## src/rtl/sdram_gate_pkg.sv

```systemverilog
`timescale 1ns/1ps
package sdram_gate_pkg;

    typedef enum logic [2:0] {
        CMD_NOP = 3'd0,
        CMD_ACT = 3'd1,
        CMD_RD  = 3'd2,
        CMD_WR  = 3'd3,
        CMD_PRE = 3'd4
    } sdr_cmd_e;

    function automatic int imax(input int a, input int b);
        return (a > b) ? a : b;
    endfunction

endpackage

```

## src/rtl/sdram_gap_timer.sv

```systemverilog
`timescale 1ns/1ps
// Countdown that reports when GAP edges have passed since the last fire.
module sdram_gap_timer #(
    parameter int W   = 4,
    parameter int GAP = 3
) (
    input  logic clk,
    input  logic rst_n,
    input  logic fire,
    output logic expired
);
    localparam logic [W-1:0] LOAD_V = W'((GAP > 0) ? GAP - 1 : 0);

    typedef struct packed {
        logic [W-1:0] cnt;
    } tmr_t;

    tmr_t st_d, st_q;
    logic [W-1:0] dec;

    always_comb begin
        st_d = st_q;
        dec  = (st_q.cnt == '0) ? '0 : st_q.cnt - 1'b1;
        st_d.cnt = dec;
        // keep the longer of the residual wait and the fresh one
        if (fire && (LOAD_V > dec)) begin
            st_d.cnt = LOAD_V;
        end
    end

    always_ff @(posedge clk) begin
        if (!rst_n) begin
            st_q.cnt <= '0;
        end else begin
            st_q <= st_d;
        end
    end

    assign expired = (st_q.cnt == '0);
endmodule

```

## src/rtl/sdram_bank_tracker.sv

```systemverilog
`timescale 1ns/1ps
// Open/closed state and per-bank spacing timers for one bank.
module sdram_bank_tracker #(
    parameter int TW    = 4,
    parameter int T_RCD = 3,
    parameter int T_RP  = 3,
    parameter int T_RAS = 7,
    parameter int T_RC  = 11,
    parameter int T_WR  = 3
) (
    input  logic clk,
    input  logic rst_n,
    input  logic act_i,
    input  logic pre_i,
    input  logic wr_i,
    output logic open_o,
    output logic col_ok_o,
    output logic act_ok_o,
    output logic pre_ok_o
);
    typedef struct packed {
        logic is_open;
    } bank_t;

    bank_t st_d, st_q;
    logic rcd_done, ras_done, rc_done, rp_done, wr_done;

    sdram_gap_timer #(.W(TW), .GAP(T_RCD)) u_rcd (.clk(clk), .rst_n(rst_n), .fire(act_i), .expired(rcd_done));
    sdram_gap_timer #(.W(TW), .GAP(T_RAS)) u_ras (.clk(clk), .rst_n(rst_n), .fire(act_i), .expired(ras_done));
    sdram_gap_timer #(.W(TW), .GAP(T_RC))  u_rc  (.clk(clk), .rst_n(rst_n), .fire(act_i), .expired(rc_done));
    sdram_gap_timer #(.W(TW), .GAP(T_RP))  u_rp  (.clk(clk), .rst_n(rst_n), .fire(pre_i), .expired(rp_done));
    sdram_gap_timer #(.W(TW), .GAP(T_WR))  u_wr  (.clk(clk), .rst_n(rst_n), .fire(wr_i),  .expired(wr_done));

    always_comb begin
        st_d = st_q;
        if (act_i) begin
            st_d.is_open = 1'b1;
        end else if (pre_i) begin
            st_d.is_open = 1'b0;
        end
    end

    always_ff @(posedge clk) begin
        if (!rst_n) begin
            st_q.is_open <= 1'b0;
        end else begin
            st_q <= st_d;
        end
    end

    assign open_o   = st_q.is_open;
    assign col_ok_o = rcd_done;
    assign act_ok_o = rp_done & rc_done;
    assign pre_ok_o = ras_done & wr_done;
endmodule

```

## src/rtl/sdram_rd_strobe.sv

```systemverilog
`timescale 1ns/1ps
// Delays each accepted READ by CAS latency, then holds valid for one burst.
module sdram_rd_strobe #(
    parameter int CL = 3,
    parameter int BL = 4
) (
    input  logic clk,
    input  logic rst_n,
    input  logic rd_i,
    output logic rd_valid_o
);
    localparam int CW = $clog2(BL + 1);

    typedef struct packed {
        logic [CL-1:0] pipe;
        logic [CW-1:0] left;
    } strb_t;

    strb_t st_d, st_q;

    always_comb begin
        st_d = st_q;
        st_d.pipe[0] = rd_i;
        for (int i = 1; i < CL; i++) begin
            st_d.pipe[i] = st_q.pipe[i-1];
        end
        if (st_q.pipe[CL-1]) begin
            st_d.left = CW'(BL);
        end else if (st_q.left != '0) begin
            st_d.left = st_q.left - 1'b1;
        end
    end

    always_ff @(posedge clk) begin
        if (!rst_n) begin
            st_q.pipe <= '0;
            st_q.left <= '0;
        end else begin
            st_q <= st_d;
        end
    end

    assign rd_valid_o = (st_q.left != '0);
endmodule

```

## src/rtl/sdram_cmd_gate.sv

```systemverilog
`timescale 1ns/1ps
module sdram_cmd_gate
    import sdram_gate_pkg::*;
#(
    parameter int NUM_BANKS = 4,
    parameter int BANK_W    = $clog2(NUM_BANKS),
    parameter int ADDR_W    = 13,
    parameter int T_RCD     = 3,
    parameter int T_RP      = 3,
    parameter int T_RAS     = 7,
    parameter int T_RC      = 11,
    parameter int T_RRD     = 3,
    parameter int T_WTR     = 1,
    parameter int T_WR      = 3,
    parameter int CAS_LAT   = 3,
    parameter int BURST_LEN = 4
) (
    input  logic              clk,
    input  logic              rst_n,
    input  logic              req_valid,
    input  logic [2:0]        req_cmd,
    input  logic [BANK_W-1:0] req_bank,
    input  logic [ADDR_W-1:0] req_addr,
    output logic              req_ready,
    output logic [2:0]        cmd_out,
    output logic [BANK_W-1:0] bank_out,
    output logic [ADDR_W-1:0] addr_out,
    output logic              err_pulse,
    output logic              rd_valid
);
    localparam int T_MAX = imax(imax(imax(T_RCD, T_RP), imax(T_RAS, T_RC)),
                                imax(imax(T_RRD, T_WTR), imax(T_WR, BURST_LEN)));
    localparam int TW    = $clog2(T_MAX + 1);

    typedef struct packed {
        sdr_cmd_e          cmd;
        logic [BANK_W-1:0] bank;
        logic [ADDR_W-1:0] addr;
        logic              err;
    } bus_t;

    bus_t st_d, st_q;

    logic [NUM_BANKS-1:0] bank_open, bank_col_ok, bank_act_ok, bank_pre_ok;
    logic [NUM_BANKS-1:0] act_vec, pre_vec, wr_vec;
    logic is_act, is_pre, is_rd, is_wr;
    logic sel_open, illegal, timing_ok, issue;
    logic rrd_ok, ccd_ok, wtr_ok;

    // per-bank state and timers
    for (genvar b = 0; b < NUM_BANKS; b++) begin : g_bank
        assign act_vec[b] = issue & is_act & (req_bank == BANK_W'(b));
        assign pre_vec[b] = issue & is_pre & (req_bank == BANK_W'(b));
        assign wr_vec[b]  = issue & is_wr  & (req_bank == BANK_W'(b));

        sdram_bank_tracker #(
            .TW(TW), .T_RCD(T_RCD), .T_RP(T_RP), .T_RAS(T_RAS), .T_RC(T_RC), .T_WR(T_WR)
        ) u_bank (
            .clk(clk), .rst_n(rst_n),
            .act_i(act_vec[b]), .pre_i(pre_vec[b]), .wr_i(wr_vec[b]),
            .open_o(bank_open[b]), .col_ok_o(bank_col_ok[b]),
            .act_ok_o(bank_act_ok[b]), .pre_ok_o(bank_pre_ok[b])
        );
    end

    // timers shared across banks
    sdram_gap_timer #(.W(TW), .GAP(T_RRD)) u_rrd (
        .clk(clk), .rst_n(rst_n), .fire(issue & is_act), .expired(rrd_ok));
    sdram_gap_timer #(.W(TW), .GAP(BURST_LEN)) u_ccd (
        .clk(clk), .rst_n(rst_n), .fire(issue & (is_rd | is_wr)), .expired(ccd_ok));
    sdram_gap_timer #(.W(TW), .GAP(T_WTR)) u_wtr (
        .clk(clk), .rst_n(rst_n), .fire(issue & is_wr), .expired(wtr_ok));

    sdram_rd_strobe #(.CL(CAS_LAT), .BL(BURST_LEN)) u_strobe (
        .clk(clk), .rst_n(rst_n), .rd_i(issue & is_rd), .rd_valid_o(rd_valid));

    always_comb begin
        is_act = 1'b0;
        is_pre = 1'b0;
        is_rd  = 1'b0;
        is_wr  = 1'b0;
        case (req_cmd)
            3'd1:    is_act = 1'b1;
            3'd2:    is_rd  = 1'b1;
            3'd3:    is_wr  = 1'b1;
            3'd4:    is_pre = 1'b1;
            default: ;
        endcase

        sel_open = bank_open[req_bank];
        illegal  = req_valid & ((is_act & sel_open) |
                                ((is_rd | is_wr | is_pre) & ~sel_open));

        if (is_act)      timing_ok = bank_act_ok[req_bank] & rrd_ok;
        else if (is_pre) timing_ok = bank_pre_ok[req_bank];
        else if (is_rd)  timing_ok = bank_col_ok[req_bank] & ccd_ok & wtr_ok;
        else if (is_wr)  timing_ok = bank_col_ok[req_bank] & ccd_ok;
        else             timing_ok = 1'b1;

        issue     = req_valid & ~illegal & timing_ok & (is_act | is_pre | is_rd | is_wr);
        req_ready = ~req_valid | illegal | timing_ok;

        st_d      = st_q;
        st_d.cmd  = CMD_NOP;
        st_d.bank = '0;
        st_d.addr = '0;
        st_d.err  = illegal;
        if (issue) begin
            st_d.cmd  = sdr_cmd_e'(req_cmd);
            st_d.bank = req_bank;
            st_d.addr = req_addr;
        end
    end

    always_ff @(posedge clk) begin
        if (!rst_n) begin
            st_q.cmd  <= CMD_NOP;
            st_q.bank <= '0;
            st_q.addr <= '0;
            st_q.err  <= 1'b0;
        end else begin
            st_q <= st_d;
        end
    end

    assign cmd_out   = st_q.cmd;
    assign bank_out  = st_q.bank;
    assign addr_out  = st_q.addr;
    assign err_pulse = st_q.err;
endmodule

```

## config.mk

```make
export PLATFORM = sky130hd
export DESIGN_NAME = sdram_cmd_gate
export DESIGN_NICKNAME = d
export VERILOG_FILES = /design/src/rtl/sdram_gate_pkg.sv /design/src/rtl/sdram_gap_timer.sv /design/src/rtl/sdram_bank_tracker.sv /design/src/rtl/sdram_rd_strobe.sv /design/src/rtl/sdram_cmd_gate.sv
export SDC_FILE = /design/constraint.sdc
export NUM_CORES = 1
export LEC_CHECK = 0
export BUFFER_PORTS_ARGS = -buffer_cell sky130_fd_sc_hd__buf_2
export CORE_ASPECT_RATIO = 1.2
export CORE_MARGIN = 3
export CORE_UTILIZATION = 63
export DETAILED_ROUTE_END_ITERATION = 12
export PLACE_DENSITY = 0.84
export RECOVER_POWER = 100
export SETUP_SLACK_MARGIN = 0.5
export SLEW_MARGIN = 20
export SYNTH_ARGS = -nofsm -noshare
export SYNTH_HDL_FRONTEND = slang
export SYNTH_SLANG_ARGS = --single-unit
export TNS_END_PERCENT = 20
```

## constraint.sdc

```tcl
create_clock -name clk -period 3.6 [get_ports clk]
set_input_delay 0.36 -clock clk [delete_from_list [all_inputs] [get_ports clk]]
set_output_delay 0.36 -clock clk [all_outputs]
set_load 0.01 [all_outputs]
```

# Word level (Yosys, flattened, before mapping)
# Index checks and enable logic that the tools add are counted.
# W data, S select, Z words.
# word_totals
input_bits	21
regBits	121
word_cells	306
# classes
muxes	71
n_eq_ne	7
reduce_logical	78
addsub	24
bitwise	46
n_lt_le_gt_ge	24
# ops
cell	count
$mux W4	27
$logic_not A4 Y1	23
$sub A4 B1 Y4 const B	23
$gt A2 B4 Y1 const A	14
$reduce_or A2 Y1	24
$and A1 B1 Y1	34
$mux W2	14
$logic_and A1 B1 Y1	23
$mux W1	20
$mux W3	6
$gt A3 B4 Y1 const A	4
$gt A4 B4 Y1 const A	4
$reduce_bool A2 Y1	5
$bmux W1 S2	4
$or A1 B1 Y1	8
$eq A3 B2 Y1 const B	2
$eq A2 B2 Y1 const B	2
$gt A1 B4 Y1 const A	1
$not A1 Y1	4
$eq A3 B1 Y1 const B	1
$eq A3 B3 Y1 const B	1
$lt A2 B3 Y1 const B	1
$reduce_bool A3 Y1	1
$sub A3 B1 Y3 const B	1
other kinds (3)	3

# Depth between registers and ports, before layout
# Gate-level depths: netlist of run 1.
# logic_depth
depth_word	15
ltp_mapped	8
mapped_depth_nobuf	6

# Cells and area by module
# Synthesis of run 1 repeated with hierarchy kept, for this count alone.
# hier_totals
cells_unflattened	584
area_unflattened_um2	5386.4
# by_module_without_submodules
mod	n_inst	cells_per_inst	area_per_inst_um2
sdram_gap_timer (g_bank[0].u_bank.u_rcd ...)	13	17	162.7
sdram_cmd_gate	1	123	1087.3
sdram_gap_timer (g_bank[0].u_bank.u_rc ...)	4	21	173.9
sdram_gap_timer (g_bank[0].u_bank.u_ras ...)	4	19	167.7
sdram_rd_strobe	1	24	246.5
sdram_bank_tracker	4	5	53.8
sdram_gap_timer (u_ccd)	1	21	207.7
sdram_gap_timer (u_wtr)	1	15	148.9

# Least setup slack after synthesis of run 1
# Ideal clock, no wire load.
# synth_timing
kind	in2reg
startpoint	input req_bank[1]
endpoint	register g_bank[2].u_bank.u_rcd.st_q[1] (netlist name)
t_arrival_ns	2.250
slack_ns	1.275
setup_time_ns	0.074
cell_stages	8
required_time_ns	3.526
cell_sequence	clkbuf_1 mux4_2 mux2_4 a21boi_2 buf_4 nand4_2 or3_1 a31oi_1
# synth_between
elab_chain_len	14
word_cells_on_any_way	29
cone_classes	eq/ne (1); mux (13); bitwise (14); reduce/logical (1)
# synth_lines
element	line_no	rtl
start, declared	sdram_cmd_gate.sv:22	input logic [BANK_W-1:0] req_bank,
$bmux W1 S2	sdram_cmd_gate.sv:90	sel_open = bank_open[req_bank];
$mux W1 (not written as such)	sdram_cmd_gate.sv:90	
$not A1 Y1	sdram_cmd_gate.sv:92	((is_rd | is_wr | is_pre) & ~sel_open));
$and A1 B1 Y1	sdram_cmd_gate.sv:92	
$or A1 B1 Y1	sdram_cmd_gate.sv:91	illegal = req_valid & ((is_act & sel_open) |
$and A1 B1 Y1	sdram_cmd_gate.sv:91	
$not A1 Y1	sdram_cmd_gate.sv:100	issue = req_valid & ~illegal & timing_ok & (is_act | is_pre | is_rd | is_wr);
$and A1 B1 Y1 (3 in a row)	sdram_cmd_gate.sv:100	
$and A1 B1 Y1	sdram_cmd_gate.sv:52	assign act_vec[b] = issue & is_act & (req_bank == BANK_W'(b));
$and A1 B1 Y1 *	sdram_cmd_gate.sv:52	
$logic_and A1 B1 Y1 *	sdram_gap_timer.sv:26	if (fire && (LOAD_V > dec)) begin
$mux W2 *	sdram_gap_timer.sv:26	
end signal, assigned	sdram_gap_timer.sv:35	st_q <= st_d;
end, declared	sdram_gap_timer.sv:18	tmr_t st_d, st_q;
# Mark *: on every way between the ends. The rest lies on a longest branch, timed or not. The select of a mux whose other input is x is not followed.
# A chain may end at the register's enable or synchronous reset.

# Final worst setup path of run 1
# layout_timing
startpoint	register g_bank[3].u_bank.st_q
endpoint	register u_strobe.st_q, in the netlist u_strobe.st_d[4]
# layout_between
elab_chain_len	11
word_cells_on_any_way	12
cone_classes	mux (2); bitwise (10)
# layout_lines
element	line_no	rtl
start, declared	sdram_bank_tracker.sv:25	bank_t st_d, st_q;
start signal, assigned	sdram_bank_tracker.sv:47	st_q <= st_d;
$bmux W1 S2 *	sdram_cmd_gate.sv:90	
$mux W1 (not written as such) *	sdram_cmd_gate.sv:90	
$not A1 Y1	sdram_cmd_gate.sv:92	
$and A1 B1 Y1	sdram_cmd_gate.sv:92	
$or A1 B1 Y1 *	sdram_cmd_gate.sv:91	
$and A1 B1 Y1 *	sdram_cmd_gate.sv:91	
$not A1 Y1 *	sdram_cmd_gate.sv:100	
$and A1 B1 Y1 * (3 in a row)	sdram_cmd_gate.sv:100	
$and A1 B1 Y1 *	sdram_cmd_gate.sv:75	.clk(clk), .rst_n(rst_n), .rd_i(issue & is_rd), .rd_valid_o(rd_valid));
end signal, assigned	sdram_rd_strobe.sv:39	st_q <= st_d;
end, declared	sdram_rd_strobe.sv:19	strb_t st_d, st_q;
# Marked as above.

==> run metrics, run 1 <==
Via Count=4283; syn avg cell area=9.021 µm²; area grow syn2layout=17.55%; main area contributors after synthesis=dfxtp_1, a21oi_1, nor2_1, nand2_1, nor3_1; Post-Route WL=10.96 mm; pre-CTS setup slack=0.6478 ns; final setup margin=0.7237 ns; worst-margin pin slew=2.506 ns; clock buffers created by TritonCTS=17; CP arrival=3.31 ns; antenna viol nets, final=0; Ys Warns=0; flops & latches, synth=121; Peak Freq=0.3477 GHz; WP data required=4.04 ns; total power=0.003235 W; total gr overflow=0; Syn Nets=567; first-pass GRT wire length=17.73 mm; Die Height=102.6 µm; Avg WL per Cell=15.70 µm; ys flop type=dfxtp_1; Chip Width=86.50 µm; clock buffer depth=2; Tmin final=2.876 ns; placed insts=660; final-stage net count=618; critical path peak fanout=19; cells after synthesis=543; DRC viols=0; Slew HR=-0.6710; Setup violations, final=0; worst hold path type=in2reg; PortBufs=41; vias in the first global route=3945; Peak VDD IR=409.4 µV; Synth top cells by count=dfxtp_1, nor2_1, nand2_1; status=complete, but fails checks; Initial Utilization=0.6618; Iteration-0 DRC Markers=338; total die area=0.008874 mm²; Worst-path clk slew=0.06 ns; core area=0.007402 mm²; Post-DP HPWL=6.656 mm; period utilization=0.7990; Root Driver=clkbuf_8; FP Rows=34; pwr dens=561.8 mW/mm²; share of the synthesized area in the top cell type=0.4945; leak pwr=2.362 nW; CP Class=reg2reg; Total GRT Usage=0.2491; htree depth=4; post-synth cell types=55; CP endpoint kind=flip-flop; RSZ-0062 raised after global routing=no; setup_tns=0 ns; max-slew violations=97; sequential element share of the synthesized area=0.4945; failing checks=max-capacitance violations, max-slew violations; clock sink count=121; most common cell in the netlist=dfxtp_1; synthesized cell area=0.004898 mm²; Async SR Flop Fraction=0; share of cells above drive strength 1=0.1219; Fin. Hold Viols=0; area leader, netlist=dfxtp_1; RePlAce Congestion=0.8219; First-pass DRT Iterations=5; clock skew=0.007845 ns; maxcap violations=2; count of boundary I/O pins=42; CP startpoint kind=flip-flop; Hold Buf Count CTS=0; Worst-Skew Late Latency=0.52 ns; initial antenna violation count=0; largest net degree at the start of global routing=56; fin cells=698; CTS tree=done; Min Hold Slack=0.04380 ns; number of synthesized flops with an enable pin=0; vias per cell=6.136
-- worst paths after layout --
check	startpoint	end	slack (ns)	cells after the start
max	g_bank[3].u_bank.open_o	u_strobe.st_d[4]	0.72	6
min	req_addr[6]	addr_out[6]	0.04	2
max reg2reg	g_bank[3].u_bank.open_o	u_strobe.st_d[4]	0.72	6
min reg2reg	u_strobe.st_d[5]	u_strobe.st_q[5]	0.46	1
-- critical path: stages, from the launching register on --
cell	delay, ns
dfxtp_1	0.31
mux4_2	0.52
mux2_1	0.35
a21boi_2	0.45
inv_1	0.14
a211oi_2	0.76
nor3b_1	0.26
-- metrics by stage --
step                        util  instance area [µm²]
after floorplan                -                 4898
after global placement    0.6978                 5165
after detailed placement  0.6978                 5165
after CTS                 0.7799                 5773
after global routing      0.7776                 5756
final                     0.7779                 5758
-- final cells by class --
type | count | area (µm²)
fill | 495 | 1644
timing repair buffer | 49 | 231.5
tap | 90 | 112.6
multi-input combinational | 397 | 2351
antenna | 1 | 2.502
clock buffer | 19 | 441.7
clock inverter | 13 | 166.4
inverter | 8 | 30.03
sequential | 121 | 2422
-- state kept, by name, summed over array words and instances (netlist names) --
name                      flops
g_bank.u_bank.u_ras.st_q     16
g_bank.u_bank.u_rc.st_q      16
g_bank.u_bank.u_rcd.st_q     16
g_bank.u_bank.u_rp.st_q      16
g_bank.u_bank.u_wr.st_q      16
addr_out                     13
g_bank.u_bank.open_o          4
u_ccd.st_q                    4
u_rrd.st_q                    4
u_strobe.st_q                 4
u_wtr.st_q                    4
cmd_out                       3
bank_out                      2
u_strobe.st_d                 2
err_pulse                     1
-- placed cells by master, fill, tap and decap left out, types with 2 or more instances in the layout --
master and count:
a211oi_1 7, a21oi_1 48, a31oi_1 6, a41o_1 4, and2_0 12, and2_1 11
buf_2 20, buf_4 6, bufinv_16 3, clkbuf_1 23, clkbuf_16 16, clkbuf_8 3
clkinv_2 3, clkinv_4 3, dfxtp_1 121, ha_1 3, inv_1 8, inv_6 4
nand2_1 54, nand2b_1 3, nand3_1 10, nand3b_1 12, nand4_1 8, nand4b_1 3
nor2_1 55, nor2b_1 2, nor3_1 36, nor3b_1 3, nor4_1 9, nor4b_1 2
o211a_1 2, o21a_1 11, o21ai_0 35, o22ai_1 6, o311a_1 12, o31ai_1 4
o32ai_1 4, or3_1 6, or4_1 2, or4b_2 8
-- power by group --
| group | internal (W) | total [W] | switching (W) |
|---|---|---|---|
| combinational | 0.0000585 | 0.000161 | 0.000102 |
| clock | 0.00110 | 0.00171 | 0.000615 |
| sequential | 0.00135 | 0.00136 | 0.00000749 |
| total | 0.00251 | 0.00323 | 0.000725 |
-- logic make-up after synthesis --
| kind of cell | Yosys count | share of synthesized area |
|---|---|---|
| and+or+nand+nor | 240 | 0.2575 |
| AOI/OAI and AO/OA | 150 | 0.2077 |
| DFF | 121 | 0.4945 |
| buffers and inverters | 25 | 0.02120 |
| muxes | 3 | 0.009705 |
| adders and majority gates | 3 | 0.007664 |
| xor gates and xnor gates | 1 | 0.001788 |
-- repair_timing --
action,CTS,global route
gates resized for setup,0,0
setup endpoints to repair,0,1
setup buffers,0,5
-- metal layers --
layer  global-route usage  share of wire  up-vias
li1                     -              -     2123
met1               0.2916           0.42     1994
met2               0.4305           0.50      138
met3              0.07114          0.063       28
met4              0.09832          0.022        0
met5                    0              0        -
Note: power is estimated with default switching activity, not from simulation.
==> run 2: changes to the inputs <==
--- a/config.mk
+++ b/config.mk
@@ -5,12 +5,13 @@
 export SDC_FILE = /design/constraint.sdc
 export NUM_CORES = 1
 export LEC_CHECK = 0
+export ABC_AREA = 1
 export BUFFER_PORTS_ARGS = -buffer_cell sky130_fd_sc_hd__buf_2
 export CORE_ASPECT_RATIO = 1.2
 export CORE_MARGIN = 3
-export CORE_UTILIZATION = 63
+export CORE_UTILIZATION = 59
 export DETAILED_ROUTE_END_ITERATION = 12
-export PLACE_DENSITY = 0.84
+export PLACE_DENSITY = 0.79
 export RECOVER_POWER = 100
 export SETUP_SLACK_MARGIN = 0.5
 export SLEW_MARGIN = 20
==> constraint.sdc (replaced) <==
create_clock -name clk -period 2.7 [get_ports clk]
set_input_delay 0.27 -clock clk [delete_from_list [all_inputs] [get_ports clk]]
set_output_delay 0.27 -clock clk [all_outputs]
set_load 0.01 [all_outputs]
==> run metrics, run 2 <==
status=finished clean; final-stage net count=827 (+34%); Post-Route WL=12.87 mm (+17%); Worst-path clk slew=0.06 ns (about the same); FP Rows=36 (+5.9%); total power=0.005683 W (+76%); Die Height=107.2 µm (+4.5%); Initial Utilization=0.6146 (-0.04714); Peak VDD IR=690.6 µV (+69%); Iteration-0 DRC Markers=329 (-2.7%); Root Driver=clkbuf_8; Async SR Flop Fraction=0 (unchanged); ys flop type=dfxtp_1; Slew HR=0.6513 (+1.322); flops & latches, synth=121 (unchanged); area leader, netlist=dfxtp_1; period utilization=0.8714; Tmin final=2.353 ns; RR Startpoint=g_bank[1].u_bank.u_rc.st_q[2]; CP arrival=2.08 ns (-1.23 ns); Worst-Skew Late Latency=0.54 ns (+0.02 ns); most common cell in the netlist=nor2_1; number of synthesized flops with an enable pin=0 (unchanged); Comb power frac=0.190 (+0.140); Fin. Hold Viols=0 (unchanged); sequential element share of the synthesized area=0.4808 (-0.01375); most frequent cells in the layout=nand2_1, nor2_1, inv_1, dfxtp_1, a21oi_1; RSZ-0062 raised after global routing=yes; area grow syn2layout=30.87%; initial antenna violation count=0 (unchanged); PortBufs=41 (unchanged); total die area=0.009689 mm² (+9.2%); CP Class=reg2out; CP endpoint kind=output pin; antenna viol nets, final=0 (unchanged); final setup margin=0.3471 ns (-0.3766 ns); critical path peak fanout=2 (-17); Post-DP Area=0.005363 mm² (+3.8%); Syn Nets=733 (+29%); hold path cells=2 (unchanged); clock buffers created by TritonCTS=17 (unchanged); power share of the clock group=0.446 (-0.084); Via Count=4894 (+14%); setup_tns=0 ns (unchanged); first-pass GRT wire length=20.42 mm (+15%); Total GRT Usage=0.2637 (+0.01458); pwr dens=861.8 mW/mm² (+53%); Chip Width=90.36 µm (+4.5%); vias in the first global route=4702 (+19%); share of the synthesized area in the top cell type=0.4808 (-0.01375); Setup violations, final=0 (unchanged); pre-CTS setup slack=0.6083 ns (-0.03956 ns); maxcap violations=0 (-2); DRC viols=0 (unchanged); leak pwr=3.058 nW (+29%); post-route cell area=0.006594 mm² (+15%); Peak Freq=0.4250 GHz; sw frac=0.2756 (+0.05147); post-synth cell types=35 (-36%); FILL cells=552 (+12%); Finished Core Util=0.8043 (+0.02645); Post-DP HPWL=7.551 mm (+13%); First-pass DRT Iterations=6 (+1); max-slew violations=0 (-100%); core area=0.008198 mm² (+11%); worst hold path type=in2reg; clock buffer depth=2 (unchanged); main area contributors after synthesis=dfxtp_1, nor2_1, nand2_1, inv_1, a21oi_1; Ys Warns=0 (unchanged); count of boundary I/O pins=42 (unchanged); htree depth=4 (unchanged); reg-to-reg slack, setup=0.42 ns (-0.30 ns); hold_sp=req_cmd[0]; clock skew=0.009637 ns (+0.001792 ns); WP data required=2.43 ns (-1.61 ns); Hold EP=u_strobe.st_d[4]; P_sw=0.001566 W (+120%); syn avg cell area=7.107 µm² (-21%); n_diodes=0 (-1); largest net degree at the start of global routing=44 (-21%); CTS tree=done; Avg WL per Cell=13.84 µm (-12%); Reg2Reg Capture Point=g_bank[2].u_bank.u_ras.st_q[0]; vias per cell=5.262 (-14%); synthesized cell area=0.005039 mm² (+2.9%); Synth top cells by count=nor2_1, nand2_1, dfxtp_1; clock sink count=121 (unchanged); total gr overflow=0 (unchanged); r2r worst-path depth=11 (+5); sequential share of power=0.363 (-0.058); cells after synthesis=709 (+31%); internal power=0.004117 W (+64%); worst-margin pin slew=0.5230 ns (-1.983 ns); leading cell type in the layout, fill and taps excluded=nand2_1; RePlAce Congestion=0.8959 (+9.0%); CP startpoint kind=flip-flop; share of cells above drive strength 1=0.2255 (+0.1036)
[run 2: cell types whose count changed after synthesis, sizes merged, moves of 7 or more]
cell    previous run  this run
nand3b            12         0
o311a             12         0
nor4              10         2
nand2             55       146
nand3             10        29
or2                0         7
or4b               8         0
and2              23         0
nor2              55       164
o21ai             35        23
inv                8       104
a21oi             48        56
nor3              36        21
[run 2: timing repair]
action | in CTS | in global routing
hold endpoints to repair | 14 | 0
hold buffers | 14 | 0
setup endpoints to repair | 1 | 53
pin swaps | 15 | 28
gates resized for setup | 51 | 63
setup buffers | 12 | 14
[run 2: worst max-delay path, cell delays in order (launching register included)]
cell	delay, ns
dfxtp_1	0.31
nor2_1	0.14
nand2_1	0.10
nor2_1	0.22
nor2_4	0.07
nor2_1	0.09
nand3_1	0.11
nand2_1	0.12
inv_2	0.06
nor2_4	0.12
or2_4	0.13
buf_6	0.09
[run 2: metal layers]
| metal | vias to the layer above | GRT usage | routed length (µm) |
|---|---|---|---|
| met4 | 0 | 0.1214 | 273 |
| met3 | 28 | 0.06386 | 737 |
| met5 | - | 0 | 0 |
| met1 | 2293 | 0.2703 | 4997 |
| li1 | 2415 | - | - |
| met2 | 158 | 0.5024 | 6864 |
[run 2: cell type report]
class / instances / area [µm²] / share of cell area
Sequential cell: 121 / 2455 / 0.3723
Clock inverter: 12 / 220.2 / 0.03340
Tap cell: 114 / 142.6 / 0.02163
Timing Repair Buffer: 83 / 536.8 / 0.08140
Inverter: 105 / 394.1 / 0.05977
Clock buffer: 20 / 445.4 / 0.06755
Multi-Input combinational cell: 475 / 2400 / 0.3639
[run 2: cell families (layout without fill, tap and decap cells)]
logic type      after synthesis  in the layout  share of synthesized area
simple gates                377            377                     0.3188
flops                       121            121                     0.4808
buf+inv                     113            220                    0.08592
compound gates               91             91                     0.1001
xor+xnor                      4              4                   0.006954
fa+ha+maj                     3              3                   0.007451
[run 2: worst max-delay path by stage]
stage	start	to	slack, ns	cells past startpoint
6_report	g_bank[0].u_bank.u_rc.st_q[3]	req_ready	0.35	11
4_1_cts	u_rrd.st_q[0]	req_ready	0.45	10
5_1_grt	g_bank[1].u_bank.u_rc.st_q[2]	g_bank[0].u_bank.u_rcd.st_q[3]	0.20	11
3_5_place_dp	req_bank[0]	req_ready	0.61	12
2_1_floorplan	u_ccd.st_q[1]	req_ready	0.98	9
3_3_place_gp	req_bank[1]	req_ready	0.62	12
[run 2: power by group through the flow]
stage | combinational (W) | sequential [W] | clock (W)
2_1_floorplan | 0.000629 | 0.00205 | 0
3_3_place_gp | 0.000792 | 0.00206 | 0
3_5_place_dp | 0.000827 | 0.00207 | 0
4_1_cts | 0.000965 | 0.00205 | 0.00254
5_1_grt | 0.00121 | 0.00208 | 0.00262
6_report | 0.00108 | 0.00206 | 0.00254
[run 2: stage by stage]
stage	hold WS (ns)	std cells
2_1_floorplan	0.3493	709
4_1_cts	0.005095	916
3_3_place_gp	0.3998	858
5_1_grt	0.03114	930
6_report	0.01807	930
3_5_place_dp	0.4063	858
==> run 3: changes to the inputs <==
--- a/config.mk
+++ b/config.mk
@@ -6,14 +6,13 @@
 export NUM_CORES = 1
 export LEC_CHECK = 0
 export ABC_AREA = 1
-export BUFFER_PORTS_ARGS = -buffer_cell sky130_fd_sc_hd__buf_2
 export CORE_ASPECT_RATIO = 1.2
 export CORE_MARGIN = 3
-export CORE_UTILIZATION = 59
+export CORE_UTILIZATION = 63
 export DETAILED_ROUTE_END_ITERATION = 12
+export DONT_BUFFER_PORTS = 1
 export PLACE_DENSITY = 0.79
 export RECOVER_POWER = 100
-export SETUP_SLACK_MARGIN = 0.5
 export SLEW_MARGIN = 20
 export SYNTH_ARGS = -nofsm -noshare
 export SYNTH_HDL_FRONTEND = slang
==> run metrics, run 3 (synthesis results as in run 2) <==
critical path peak fanout=5 (+3); Chip Width=87.64 µm (-3.0%); clock buffers created by TritonCTS=17 (unchanged); FILL cells=575 (+4.2%); PortBufs=0 (-100%); Peak Freq=0.3851 GHz (-9.4%); clock sink count=121 (unchanged); clock skew=0.009173 ns (-0.0004646 ns); largest net degree at the start of global routing=30 (-32%); Avg WL per Cell=14.20 µm (+2.6%); Worst-path clk slew=0.06 ns (about the same); RePlAce Congestion=0.9358 (+4.5%); top sig layer=met4; WP data required=2.43 ns (about the same); final-stage net count=765 (-7.5%); Post-DP Area=0.005122 mm² (-4.5%); worst hold path type=in2reg; CP endpoint kind=output pin; antenna viol nets, final=0 (unchanged); DRC viols=0 (unchanged); setup_tns=0 ns (unchanged); Post-Route WL=12.01 mm (-6.7%); maxcap violations=0 (unchanged); max-slew violations=0 (unchanged); CP startpoint kind=primary input; leading cell type in the layout, fill and taps excluded=nor2_1; CP delay by family, top=simple AND/OR/NAND/NOR gates; CP Buf/Inv Count=4 (+2); vias in the first global route=4561 (-3.0%); crit-path cells=dlygate4sd3_1, inv_2, nor2_1, inv_1, nor2_1, nor2_1, nand3_1, nand2_1, inv_1, nor2_2, or2_2; count of boundary I/O pins=42 (unchanged); Die Height=104.0 µm (-3.0%); core area=0.007751 mm² (-5.4%); Setup violations, final=0 (unchanged); Iteration-0 DRC Markers=338 (+2.7%); Root Driver=clkbuf_8; slowest cell delay on critical path=0.56 ns (+0.25 ns); worst-margin pin slew=1.394 ns (+0.8713 ns); leak pwr=2.688 nW (-12%); post-route cell area=0.005844 mm² (-11%); Post-DP HPWL=7.771 mm (+2.9%); htree depth=4 (unchanged); Worst-Skew Late Latency=0.52 ns (-0.02 ns); Most Frequent Cell on Critical Path=nor2_1; WL met1=4.646 mm (-7.0%); Met2 Routed Length=6.330 mm (-7.8%); vias per cell=5.465 (+3.8%); Fin. Hold Viols=0 (unchanged); initial antenna violation count=0 (unchanged); FP Rows=35 (-2.8%); first-pass GRT wire length=20.21 mm (-1.0%); CP arrival=2.33 ns (+0.25 ns); Total GRT Usage=0.2797 (+0.01607); share of cells above drive strength 1=0.07162 (-0.1539); clock buffer depth=2 (unchanged); total die area=0.009111 mm² (-6.0%); status=finished clean; Peak VDD IR=544.6 µV (-21%); met3 WL=583 µm (-21%); most frequent cells in the layout=nor2_1, nand2_1, dfxtp_1, inv_1, a21oi_1; n_diodes=0 (unchanged); Slew HR=0.07044 (-0.5809); CP Class=in2out; area grow syn2layout=15.99%; RSZ-0062 raised after global routing=no; CTS tree=done; First-pass DRT Iterations=5 (-1); pwr dens=853.5 mW/mm² (-0.97%); total gr overflow=0 (unchanged); Crit-path slowest cell=dlygate4sd3_1; Initial Utilization=0.6500 (+0.03542); period utilization=0.9618 (+0.09039); Via Count=4623 (-5.5%); Tmin final=2.597 ns (+0.2441 ns)
-- run 3: worst paths after layout --
| kind | from | endpoint | slack (ns) | cells past startpoint |
|---|---|---|---|---|
| min | rst_n | u_strobe.st_d[5] | 0.05 | 3 |
| max | req_bank[0] | req_ready | 0.10 | 11 |
| max reg2reg | g_bank[0].u_bank.u_rp.st_q[0] | g_bank[2].u_bank.u_wr.st_q[0] | 0.44 | 12 |
| min reg2reg | u_strobe.st_d[4] | u_strobe.st_d[5] | 0.41 | 2 |
-- run 3: tightest hold or removal path, cell delays in order --
cell	delay, ns
buf_12	0.15
nand2_1	0.07
inv_1	0.03
-- run 3: timing repair --
| item | CTS | global route |
|---|---|---|
| endpoints found under the setup margin | 0 | 1 |
| endpoints found under the hold margin | 81 | 0 |
| resized for setup | 0 | 2 |
| buffers inserted | 0 | 0 |
| hold buffers | 20 | 0 |
-- run 3: power by group --
group,internal (W),switching (W),total [W]
clock,0.00126,0.000858,0.00212
combinational,0.000289,0.000538,0.000827
sequential,0.00193,0.000109,0.00204
total,0.00348,0.00150,0.00499
-- run 3: routing by layer --
| layer | vias up | global-route usage |
|---|---|---|
| li1 | 2289 | - |
| met1 | 2148 | 0.3002 |
| met2 | 147 | 0.5027 |
| met3 | 39 | 0.06022 |
| met4 | 0 | 0.1360 |
| met5 | - | 0 |
-- run 3: metrics by stage --
stage,worst slack (ns),util,power (W),hold slack [ns],instances
after floorplan,0.9755,-,0.002681,0.3493,709
after global placement,0.6844,0.6609,0.002799,0.3574,794
after detailed placement,0.5902,0.6609,0.002845,0.3665,794
after CTS,0.1301,0.7609,0.004995,0.006576,846
after global routing,0.01692,0.7540,0.005246,0.05348,846
final,0.1030,0.7540,0.004988,0.04865,846
-- run 3: cell type report --
type	instances	area [µm²]	area share
clock buffers	18	427.9	0.07322
clock inverters	14	137.6	0.02355
inverters	105	394.1	0.06744
multi-input cells	475	2133	0.3650
flip-flops and latches	121	2422	0.4145
well taps	92	115.1	0.01970
repair buffers	21	214.0	0.03661
